<file path="src/rtl/rtccal_pkg.sv">
package rtccal_pkg;

    localparam int BYTE_W    = 8;
    localparam int DIGIT_W   = 4;
    localparam int SEL_W     = 3;
    localparam int DOW_W     = 3;
    localparam int NUM_PAIRS = 6;

    typedef enum logic [SEL_W-1:0] {
        FLD_SEC   = 3'd0,
        FLD_MIN   = 3'd1,
        FLD_HOUR  = 3'd2,
        FLD_DOW   = 3'd3,
        FLD_DATE  = 3'd4,
        FLD_MONTH = 3'd5,
        FLD_YEAR  = 3'd6,
        FLD_NONE  = 3'd7
    } field_e;

    typedef struct packed {
        logic              cen_en;
        logic              cent;
        logic [BYTE_W-1:0] sec;
        logic [BYTE_W-1:0] min;
        logic [BYTE_W-1:0] hour;
        logic [DOW_W-1:0]  dow;
        logic [BYTE_W-1:0] date;
        logic [BYTE_W-1:0] month;
        logic [BYTE_W-1:0] year;
    } cal_t;

    localparam cal_t CAL_RESET = '{
        cen_en: 1'b0, cent: 1'b0,
        sec: 8'h00, min: 8'h00, hour: 8'h00,
        dow: 3'd1, date: 8'h01, month: 8'h01, year: 8'h00
    };

    // Tens digit width of each chained pair: sec, min, hour, date, month, year
    function automatic int tens_width(input int idx);
        case (idx)
            0, 1:    return 3;
            2, 3:    return 2;
            4:       return 1;
            default: return 4;
        endcase
    endfunction

    // Multiple of four in BCD: even tens with ones 0/4/8, odd tens with ones 2/6
    function automatic logic leap_year(input logic [BYTE_W-1:0] yr);
        logic [DIGIT_W-1:0] ones;
        ones = yr[DIGIT_W-1:0];
        if (yr[DIGIT_W] == 1'b0)
            return (ones == 4'd0) || (ones == 4'd4) || (ones == 4'd8);
        else
            return (ones == 4'd2) || (ones == 4'd6);
    endfunction

    function automatic logic [BYTE_W-1:0] month_last_day(
        input logic [BYTE_W-1:0] mon,
        input logic [BYTE_W-1:0] yr
    );
        case (mon)
            8'h02:                      return leap_year(yr) ? 8'h29 : 8'h28;
            8'h04, 8'h06, 8'h09, 8'h11: return 8'h30;
            default:                    return 8'h31;
        endcase
    endfunction

    function automatic cal_t apply_load(
        input cal_t              cur,
        input logic [SEL_W-1:0]  sel,
        input logic [BYTE_W-1:0] d
    );
        cal_t r;
        r = cur;
        case (field_e'(sel))
            FLD_SEC:   r.sec   = {1'b0, d[6:0]};
            FLD_MIN:   r.min   = {1'b0, d[6:0]};
            FLD_HOUR: begin
                r.cen_en = d[7];
                r.cent   = d[6];
                r.hour   = {2'b00, d[5:0]};
            end
            FLD_DOW:   r.dow   = d[DOW_W-1:0];
            FLD_DATE:  r.date  = {2'b00, d[5:0]};
            FLD_MONTH: r.month = {3'b000, d[4:0]};
            FLD_YEAR:  r.year  = d;
            default:   r = cur;
        endcase
        return r;
    endfunction

endpackage

</file>
<file path="src/rtl/rtccal_bcd_stage.sv">
module rtccal_bcd_stage
    import rtccal_pkg::*;
#(
    parameter int TENS_W = 3
) (
    input  logic [BYTE_W-1:0] cur_i,
    input  logic              inc_i,
    input  logic [BYTE_W-1:0] max_i,
    input  logic [BYTE_W-1:0] min_i,
    output logic [BYTE_W-1:0] nxt_o,
    output logic              carry_o
);
    localparam int PAIR_W = DIGIT_W + TENS_W;

    logic [DIGIT_W-1:0] ones;
    logic [TENS_W-1:0]  tens;
    logic [PAIR_W-1:0]  bumped;

    assign ones = cur_i[DIGIT_W-1:0];
    assign tens = cur_i[PAIR_W-1:DIGIT_W];

    always_comb begin
        if (ones >= 4'd9)
            bumped = {tens + TENS_W'(1), {DIGIT_W{1'b0}}};
        else
            bumped = {tens, ones + DIGIT_W'(1)};
    end

    always_comb begin
        nxt_o   = cur_i;
        carry_o = 1'b0;
        if (inc_i) begin
            if (cur_i == max_i) begin
                nxt_o   = min_i;
                carry_o = 1'b1;
            end else begin
                nxt_o = BYTE_W'(bumped);
            end
        end
    end
endmodule

</file>
<file path="src/rtl/rtccal_dow_stage.sv">
module rtccal_dow_stage
    import rtccal_pkg::*;
(
    input  logic [DOW_W-1:0] cur_i,
    input  logic             inc_i,
    output logic [DOW_W-1:0] nxt_o
);
    localparam logic [DOW_W-1:0] LAST_DAY  = DOW_W'(7);
    localparam logic [DOW_W-1:0] FIRST_DAY = DOW_W'(1);

    always_comb begin
        nxt_o = cur_i;
        if (inc_i)
            nxt_o = (cur_i == LAST_DAY) ? FIRST_DAY : cur_i + DOW_W'(1);
    end
endmodule

</file>
<file path="src/rtl/rtccal_advance.sv">
module rtccal_advance
    import rtccal_pkg::*;
(
    input  cal_t cur_i,
    input  logic tick_i,
    output cal_t nxt_o
);
    logic [BYTE_W-1:0] cur_f [NUM_PAIRS];
    logic [BYTE_W-1:0] max_f [NUM_PAIRS];
    logic [BYTE_W-1:0] min_f [NUM_PAIRS];
    logic [BYTE_W-1:0] nxt_f [NUM_PAIRS];
    logic              inc_f [NUM_PAIRS];
    logic              cry_f [NUM_PAIRS];
    logic [DOW_W-1:0]  dow_nxt;

    assign cur_f[0] = cur_i.sec;
    assign cur_f[1] = cur_i.min;
    assign cur_f[2] = cur_i.hour;
    assign cur_f[3] = cur_i.date;
    assign cur_f[4] = cur_i.month;
    assign cur_f[5] = cur_i.year;

    assign max_f[0] = 8'h59;
    assign max_f[1] = 8'h59;
    assign max_f[2] = 8'h23;
    assign max_f[3] = month_last_day(cur_i.month, cur_i.year);
    assign max_f[4] = 8'h12;
    assign max_f[5] = 8'h99;

    assign min_f[0] = 8'h00;
    assign min_f[1] = 8'h00;
    assign min_f[2] = 8'h00;
    assign min_f[3] = 8'h01;
    assign min_f[4] = 8'h01;
    assign min_f[5] = 8'h00;

    for (genvar g = 0; g < NUM_PAIRS; g++) begin : g_pair
        if (g == 0) begin : g_first
            assign inc_f[g] = tick_i;
        end else begin : g_next
            assign inc_f[g] = cry_f[g-1];
        end
        rtccal_bcd_stage #(.TENS_W(tens_width(g))) u_stage (
            .cur_i   (cur_f[g]),
            .inc_i   (inc_f[g]),
            .max_i   (max_f[g]),
            .min_i   (min_f[g]),
            .nxt_o   (nxt_f[g]),
            .carry_o (cry_f[g])
        );
    end

    rtccal_dow_stage u_dow (
        .cur_i (cur_i.dow),
        .inc_i (cry_f[2]),
        .nxt_o (dow_nxt)
    );

    always_comb begin
        nxt_o        = cur_i;
        nxt_o.sec    = nxt_f[0];
        nxt_o.min    = nxt_f[1];
        nxt_o.hour   = nxt_f[2];
        nxt_o.date   = nxt_f[3];
        nxt_o.month  = nxt_f[4];
        nxt_o.year   = nxt_f[5];
        nxt_o.dow    = dow_nxt;
        nxt_o.cent   = cur_i.cent ^ (cry_f[5] & cur_i.cen_en);
    end
endmodule

</file>
<file path="src/rtl/rtccal_core.sv">
module rtccal_core
    import rtccal_pkg::*;
(
    input  logic              clk,
    input  logic              rst,
    input  logic              tick,
    input  logic              wr_en,
    input  logic [SEL_W-1:0]  wr_sel,
    input  logic [BYTE_W-1:0] wr_data,
    output logic [BYTE_W-1:0] sec_o,
    output logic [BYTE_W-1:0] min_o,
    output logic [BYTE_W-1:0] hour_o,
    output logic [BYTE_W-1:0] dow_o,
    output logic [BYTE_W-1:0] date_o,
    output logic [BYTE_W-1:0] month_o,
    output logic [BYTE_W-1:0] year_o
);
    cal_t state_q;
    cal_t adv_d;

    rtccal_advance u_adv (
        .cur_i  (state_q),
        .tick_i (tick),
        .nxt_o  (adv_d)
    );

    always_ff @(posedge clk) begin
        if (rst)
            state_q <= CAL_RESET;
        else if (wr_en)
            state_q <= apply_load(state_q, wr_sel, wr_data);
        else if (tick)
            state_q <= adv_d;
    end

    assign sec_o   = state_q.sec;
    assign min_o   = state_q.min;
    assign hour_o  = {state_q.cen_en, state_q.cent, state_q.hour[5:0]};
    assign dow_o   = {{(BYTE_W-DOW_W){1'b0}}, state_q.dow};
    assign date_o  = state_q.date;
    assign month_o = state_q.month;
    assign year_o  = state_q.year;
endmodule

</file>
<file path="config.mk">
export PLATFORM = sky130hd
export DESIGN_NAME = rtccal_core
export DESIGN_NICKNAME = d
export VERILOG_FILES = /design/src/rtl/rtccal_pkg.sv /design/src/rtl/rtccal_bcd_stage.sv /design/src/rtl/rtccal_dow_stage.sv /design/src/rtl/rtccal_advance.sv /design/src/rtl/rtccal_core.sv
export SDC_FILE = /design/constraint.sdc
export NUM_CORES = 1
export LEC_CHECK = 0
export BUFFER_PORTS_ARGS = -buffer_cell sky130_fd_sc_hd__buf_2
export CAP_MARGIN = 20
export CORE_MARGIN = 2
export CORE_UTILIZATION = 50
export CTS_CLUSTER_DIAMETER = 120
export DETAILED_ROUTE_END_ITERATION = 6
export GPL_TIMING_DRIVEN = 1
export PLACE_DENSITY = 0.87
export SYNTH_ARGS = -nofsm -noshare
export SYNTH_HDL_FRONTEND = slang
export SYNTH_SLANG_ARGS = --single-unit
</file>
<file path="constraint.sdc">
create_clock -name clk -period 2.2 [get_ports clk]
set_input_delay 0.22 -clock clk [delete_from_list [all_inputs] [get_ports clk]]
set_output_delay 0.22 -clock clk [all_outputs]
set_load 0.01 [all_outputs]
</file>
==> flow_summary.yaml, run 1 <==
drt:
  drc: 0
  wl_um: 10970
  vias: 3817
  drtIter0Drc: 402
  viasPerCell: 6.137
  wl_per_cell_um: 17.63
  ant_nets: 0
  dr.pass1.iters: 5
worst_setup_path:
  arrival_ns: 2.61
  critPathLaunchType: "flop"
  endpoint_kind: "flop"
  cp_data_required_time_ns: 2.37
  critical_path.max_fanout: 5
  reg2regPathDepth: 9
  path_class: "flop to flop"
clock_network:
  cts_max_level: 2
  postCtsHoldBufs: 0
  root_buffer: "clkbuf_8"
  clk_pin_slew_ns: 0.09
  clockBufferDepth: 2
  cts_buffers: 5
  clk_latency_ns: 0.30
  clock-sinks: 44
  cts_tree: "yes"
pwr:
  p_clk_share_pct: 30.9
  p_seq_share_pct: 48.5
  max-vdd-ir-drop_uv: 258.9
  switching_share_pct: 30.97
  power.total_w: 0.001760
  p_leak_nw: 2.045
  p_sw_w: 0.0005452
  p_int_w: 0.001215
  combPwrFrac_pct: 20.6
  pwr_density_cell_nw_per_um2: 389.7
grt:
  grt_pass1_wl_um: 16130
  grt_max_degree: 40
  antenna_found_initial: 0
  gr-total-overflow: 0
  grt_pass1_vias: 3408
  grtUsageTotal_pct: 27.29
floorplanning:
  initial_core_util_pct: 51.03
  fp.dieW_um: 86.58
  rows: 30
  num_io_pins: 71
  coreArea_sq_um: 6681
  dieArea_sq_um: 7495
  die_y_um: 86.58
logic_synthesis:
  ys_seq_area_share_pct: 25.83
  synth-async-reset-ratio_pct: 0
  synth_area_leaders: "dfxtp_1 26%, ha_1 11%, nand2_1 4.5%, o21ai_0 4.4%, nor2_1 4.2%"
  synth-edff-count: 0
  yosys.area.top_type_share_pct: 25.83
  yosys_warnings: 0
  synth_top_area_cell: "dfxtp_1"
  yosys_register_bits: 44
  netlist_area_sq_um: 3410
  ys.flop_type: "dfxtp_1"
  avgSynthCellArea_sq_um: 7.985
  synth_cells: 427
  synth_cell_type_count: 70
sta:
  setup_slack_ns: -0.2391
  fin_skew_ns: 0.003616
  period_share_pct: 110.9
  worst_pin_slew_ns: 0.5844
  setup-tns-final_ns: -1.234
  fmax_mhz: 410.0
  rsz0062_at_grt: "true"
  fin_crit_ns: 2.439
  hold_violations: 0
  drv_slew: 0
  relSlewSlack_pct: 60.63
  finalSetupViolations: 15
cells_and_area:
  stdcell_area_sq_um: 4517
  final_cell_mix: "61 x buf_4, 58 x buf_2, 40 x nand2_1"
  nNetsFinal: 586
  final_common_cell: "buf_4"
  num_antenna_cells: 0
  finalCoreUtilization_pct: 67.60
  drive_above_1_share_pct: 36.53
  area_growth_pct: 32.48
placement:
  pre_cts_ws_ns: -0.1331
  placed_cell_area_sq_um: 4125
  place_hpwl_um: 7552
  gp_congestion: 0.9648
  port_buffers: 58
min_path:
  min_path_cells: 3
  hp-class: "input port to flop"
flow_run:
  maxCapViolCount: 0
status:
  status: "complete, but fails checks"
  violations: "setup timing"
sequential cells by signal, indices dropped and copies added, names as in the netlist:
register,cells
date_o,6
dow_o,3
hour_o,8
min_o,7
month_o,5
sec_o,7
year_o,8
power by group through the flow:
stage | Sequential (W) | Combinational, W | Clock [W]
2_1_floorplan | 0.000881 | 0.000197 | 0
3_3_place_gp | 0.000866 | 0.000318 | 0
3_5_place_dp | 0.000867 | 0.000328 | 0
4_1_cts | 0.000850 | 0.000339 | 0.000547
5_1_grt | 0.000857 | 0.000395 | 0.000576
6_report | 0.000853 | 0.000363 | 0.000544
synthesized netlist by cell type (all sizes together), types with 2 or more instances:
cell type,n
a211o,3
a211oi,6
a21boi,3
a21o,4
a21oi,20
a221oi,3
a22oi,3
a31o,4
a31oi,9
and2b,3
and3,6
buf,14
clkbuf,11
dfxtp,44
ha,30
inv,28
mux2,2
mux2i,5
nand2,41
nand2b,6
nand3,16
nand4,5
nand4b,2
nor2,39
nor2b,3
nor3,5
nor3b,4
nor4,6
nor4b,4
nor4bb,2
o211a,7
o211ai,9
o21a,3
o21ai,32
o21bai,2
o22ai,3
o311ai,2
o31a,3
o31ai,10
or2,3
or3,6
xnor2,2
area by class of cell:
class,instances,area [sq um]
flip-flops and latches,44,899.6
repair buffers,121,770.7
well taps,80,100.1
fillers,513,2165
clock inverters,2,10.01
clock buffers,6,82.58
multi-input cells,340,2542
inverters,29,111.4
critical path, stage by stage (launching register included):
cell and delay (ns):
dfxtp_2 0.34, inv_2 0.09, buf_4 0.11, ha_2 0.20, nor2_4 0.06, nor4b_4 0.39, nor4_4 0.13, or4_4 0.57
o211ai_1 0.27, a21oi_1 0.13
final timing paths:
kind                                 start    endpoint  slack (ns)
worst min-delay path            wr_data[7]   hour_o[7]        0.20
worst min register to register    min_o[6]    min_o[6]        0.52
worst max register to register  month_o[0]  month_o[3]       -0.24
worst max-delay path            month_o[0]  month_o[3]       -0.24
kinds of logic (layout without fill, tap and decap cells):
kind of cell,Yosys count,after routing,synth area share [%]
AND/OR/NAND/NOR,157,157,24.81
AO/OA/AOI/OAI,131,131,26.61
adder cells (fa/ha/maj),30,30,11.01
multiplexers,7,7,2.128
XOR/XNOR,3,3,0.7708
buffers and inverters,54,158,8.734
other,1,12,0.1100
flip-flops,44,44,25.83
per-layer routing:
metal	GRT usage, %	routed length, um	vias up
li1	-	-	1770
met1	34.65	4261	1776
met2	45.59	5398	242
met3	5.048	984	29
met4	11.08	321	0
met5	0	0	-
metrics by stage:
| step | std cells | hold WS (ns) |
|---|---|---|
| 3_5_place_dp | 604 | 0.4960 |
| 2_1_floorplan | 438 | 0.3675 |
| 5_1_grt | 622 | 0.1999 |
| 6_report | 622 | 0.2040 |
| 4_1_cts | 618 | 0.1942 |
| 3_3_place_gp | 604 | 0.4882 |
repair_timing:
| item | CTS | global route |
|---|---|---|
| pin swaps | 16 | 11 |
| buffers inserted | 6 | 6 |
| resized for setup | 22 | 31 |
| endpoints found under the setup margin | 13 | 27 |
Note: power is estimated with default switching activity, not from simulation.
==> run 2, diff against run 1 <==
- CORE_UTILIZATION: 50 -> 30
- PLACE_DENSITY: 0.87 -> 0.61
==> flow_summary.yaml, run 2 (same netlist as run 1, synthesis figures left out) <==
pwr:
  p_clk_share_pct: 40.3
  switching_share_pct: 28.52
  p_leak_nw: 2.117
  combPwrFrac_pct: 18.0
  p_sw_w: 0.0005808
  max-vdd-ir-drop_uv: 234.7
  p_seq_share_pct: 41.7
  p_int_w: 0.001456
  pwr_density_cell_nw_per_um2: 433.8
cells_and_area:
  finalCoreUtilization_pct: 42.74
  nNetsFinal: 595
  drive_above_1_share_pct: 36.48
  num_antenna_cells: 0
  fin_cells: 691
  area_growth_pct: 37.69
  final_common_cell: "buf_4"
  final_cell_mix: "72 x buf_4, 58 x buf_2, 39 x nand2_1"
floorplanning:
  fp.dieW_um: 110.6
  coreArea_sq_um: 10980
  die_y_um: 110.6
  initial_core_util_pct: 31.04
  rows: 38
  dieArea_sq_um: 12230
  num_io_pins: 71
placement:
  dp.cells: 670
  place_hpwl_um: 8297
  port_buffers: 58
  gp_congestion: 0.8272
drt:
  wl_um: 11260
  ant_nets: 0
  drtIter0Drc: 284
  vias: 3676
  drc: 0
  viasPerCell: 5.320
  dr.pass1.iters: 5
  wl_per_cell_um: 16.30
sta:
  worst_pin_slew_ns: 0.6761
  drv_slew: 0
  rsz0062_at_grt: "true"
  finalSetupViolations: 10
  period_share_pct: 105.0
  relSlewSlack_pct: 54.65
  fmax_mhz: 433.1
  fin_crit_ns: 2.309
  setup_slack_ns: -0.1091
  hold_violations: 0
  fin_skew_ns: 0.006128
grt:
  grt_pass1_vias: 3488
  grtUsageTotal_pct: 17.70
  gr-total-overflow: 0
  grt_max_degree: 40
  antenna_found_initial: 0
  grt_pass1_wl_um: 17950
clock_network:
  clk_latency_ns: 0.29
  clock-sinks: 44
  cts_max_level: 2
  clockBufferDepth: 2
  postCtsHoldBufs: 0
  cts_buffers: 5
  cts_tree: "yes"
  root_buffer: "clkbuf_16"
  clk_pin_slew_ns: 0.07
worst_setup_path:
  path_class: "flop to flop"
  critPathLaunchType: "flop"
  critical_path.max_fanout: 6
  endpoint_kind: "flop"
  arrival_ns: 2.49
  cp_data_required_time_ns: 2.38
min_path:
  hp-class: "input port to flop"
flow_run:
  maxCapViolCount: 0
status:
  violations: "setup timing"
  status: "complete, but fails checks"
-- run 2: cell types whose count changed in the layout (fill, tap and decap cells not counted), moves of 2 or more --
cell and change:
a211oi_1 -2, a211oi_2 +2, clkbuf_16 +6, buf_4 +11, a21oi_2 +2, ha_1 +5, buf_6 -2, dfxtp_1 +4
ha_2 -4, dfxtp_2 -4, clkbuf_8 -6
-- run 2: timing repair --
action                     in CTS  in global routing
setup endpoints to repair      14                 21
pin swaps                      13                  9
gates cloned                    0                  0
setup buffers                   5                  8
gates resized for setup        25                 16
-- run 2: area by class of cell --
| class | count | area, sq um |
|---|---|---|
| inverter | 29 | 108.9 |
| fill | 1083 | 6289 |
| sequential | 44 | 894.6 |
| tap | 140 | 175.2 |
| multi-input combinational | 340 | 2526 |
| clock buffer | 7 | 153.9 |
| timing repair buffer | 130 | 830.8 |
| clock inverter | 1 | 5.005 |
-- run 2: worst paths after layout --
check | from | to | slack (ns) | cells after the start
setup / recovery | month_o[0] | year_o[6] | -0.11 | 10
hold / removal | wr_data[7] | hour_o[7] | 0.22 | 3
setup reg to reg | month_o[0] | year_o[6] | -0.11 | 10
hold reg to reg | hour_o[7] | hour_o[7] | 0.52 | 2
-- run 2: per-layer routing --
| layer | global-route usage, % | up-vias | wire (um) |
|---|---|---|---|
| li1 | - | 1781 | - |
| met1 | 22.56 | 1761 | 4968 |
| met2 | 31.45 | 119 | 5529 |
| met3 | 3.019 | 15 | 622 |
| met4 | 3.417 | 0 | 141 |
| met5 | 0 | - | 0 |
-- run 2: critical path, stage by stage (launching register included) --
cell and delay (ns):
dfxtp_2 0.34, inv_2 0.08, ha_4 0.14, nor4b_4 0.29, mux2i_2 0.14, or3_4 0.39
buf_4 0.16, a2111oi_4 0.18, buf_4 0.20, o21ai_1 0.07, a31o_1 0.22
-- run 2: power by group through the flow --
stage	Sequential, W	Clock [W]	Combinational [W]
after floorplan	0.000881	0	0.000197
after global placement	0.000863	0	0.000339
after detailed placement	0.000864	0	0.000344
after CTS	0.000848	0.000833	0.000355
after global routing	0.000851	0.000866	0.000406
final	0.000848	0.000821	0.000367
-- run 2: per-stage QoR --
step / instance area, sq um / TNS (ns) / total power, W / hold slack, ns / setup slack (ns)
6_report: 4695 / -0.5224 / 0.002036 / 0.2247 / -0.1091
5_1_grt: 4695 / -2.182 / 0.002123 / 0.2481 / -0.1817
4_1_cts: 4567 / -0.2124 / 0.002036 / 0.2227 / -0.06357
3_5_place_dp: 4245 / -1.157 / 0.001209 / 0.5178 / -0.1808
3_3_place_gp: 4245 / -0.4301 / 0.001201 / 0.4937 / -0.09763
2_1_floorplan: 3526 / -0.008792 / 0.001078 / 0.3675 / -0.008792
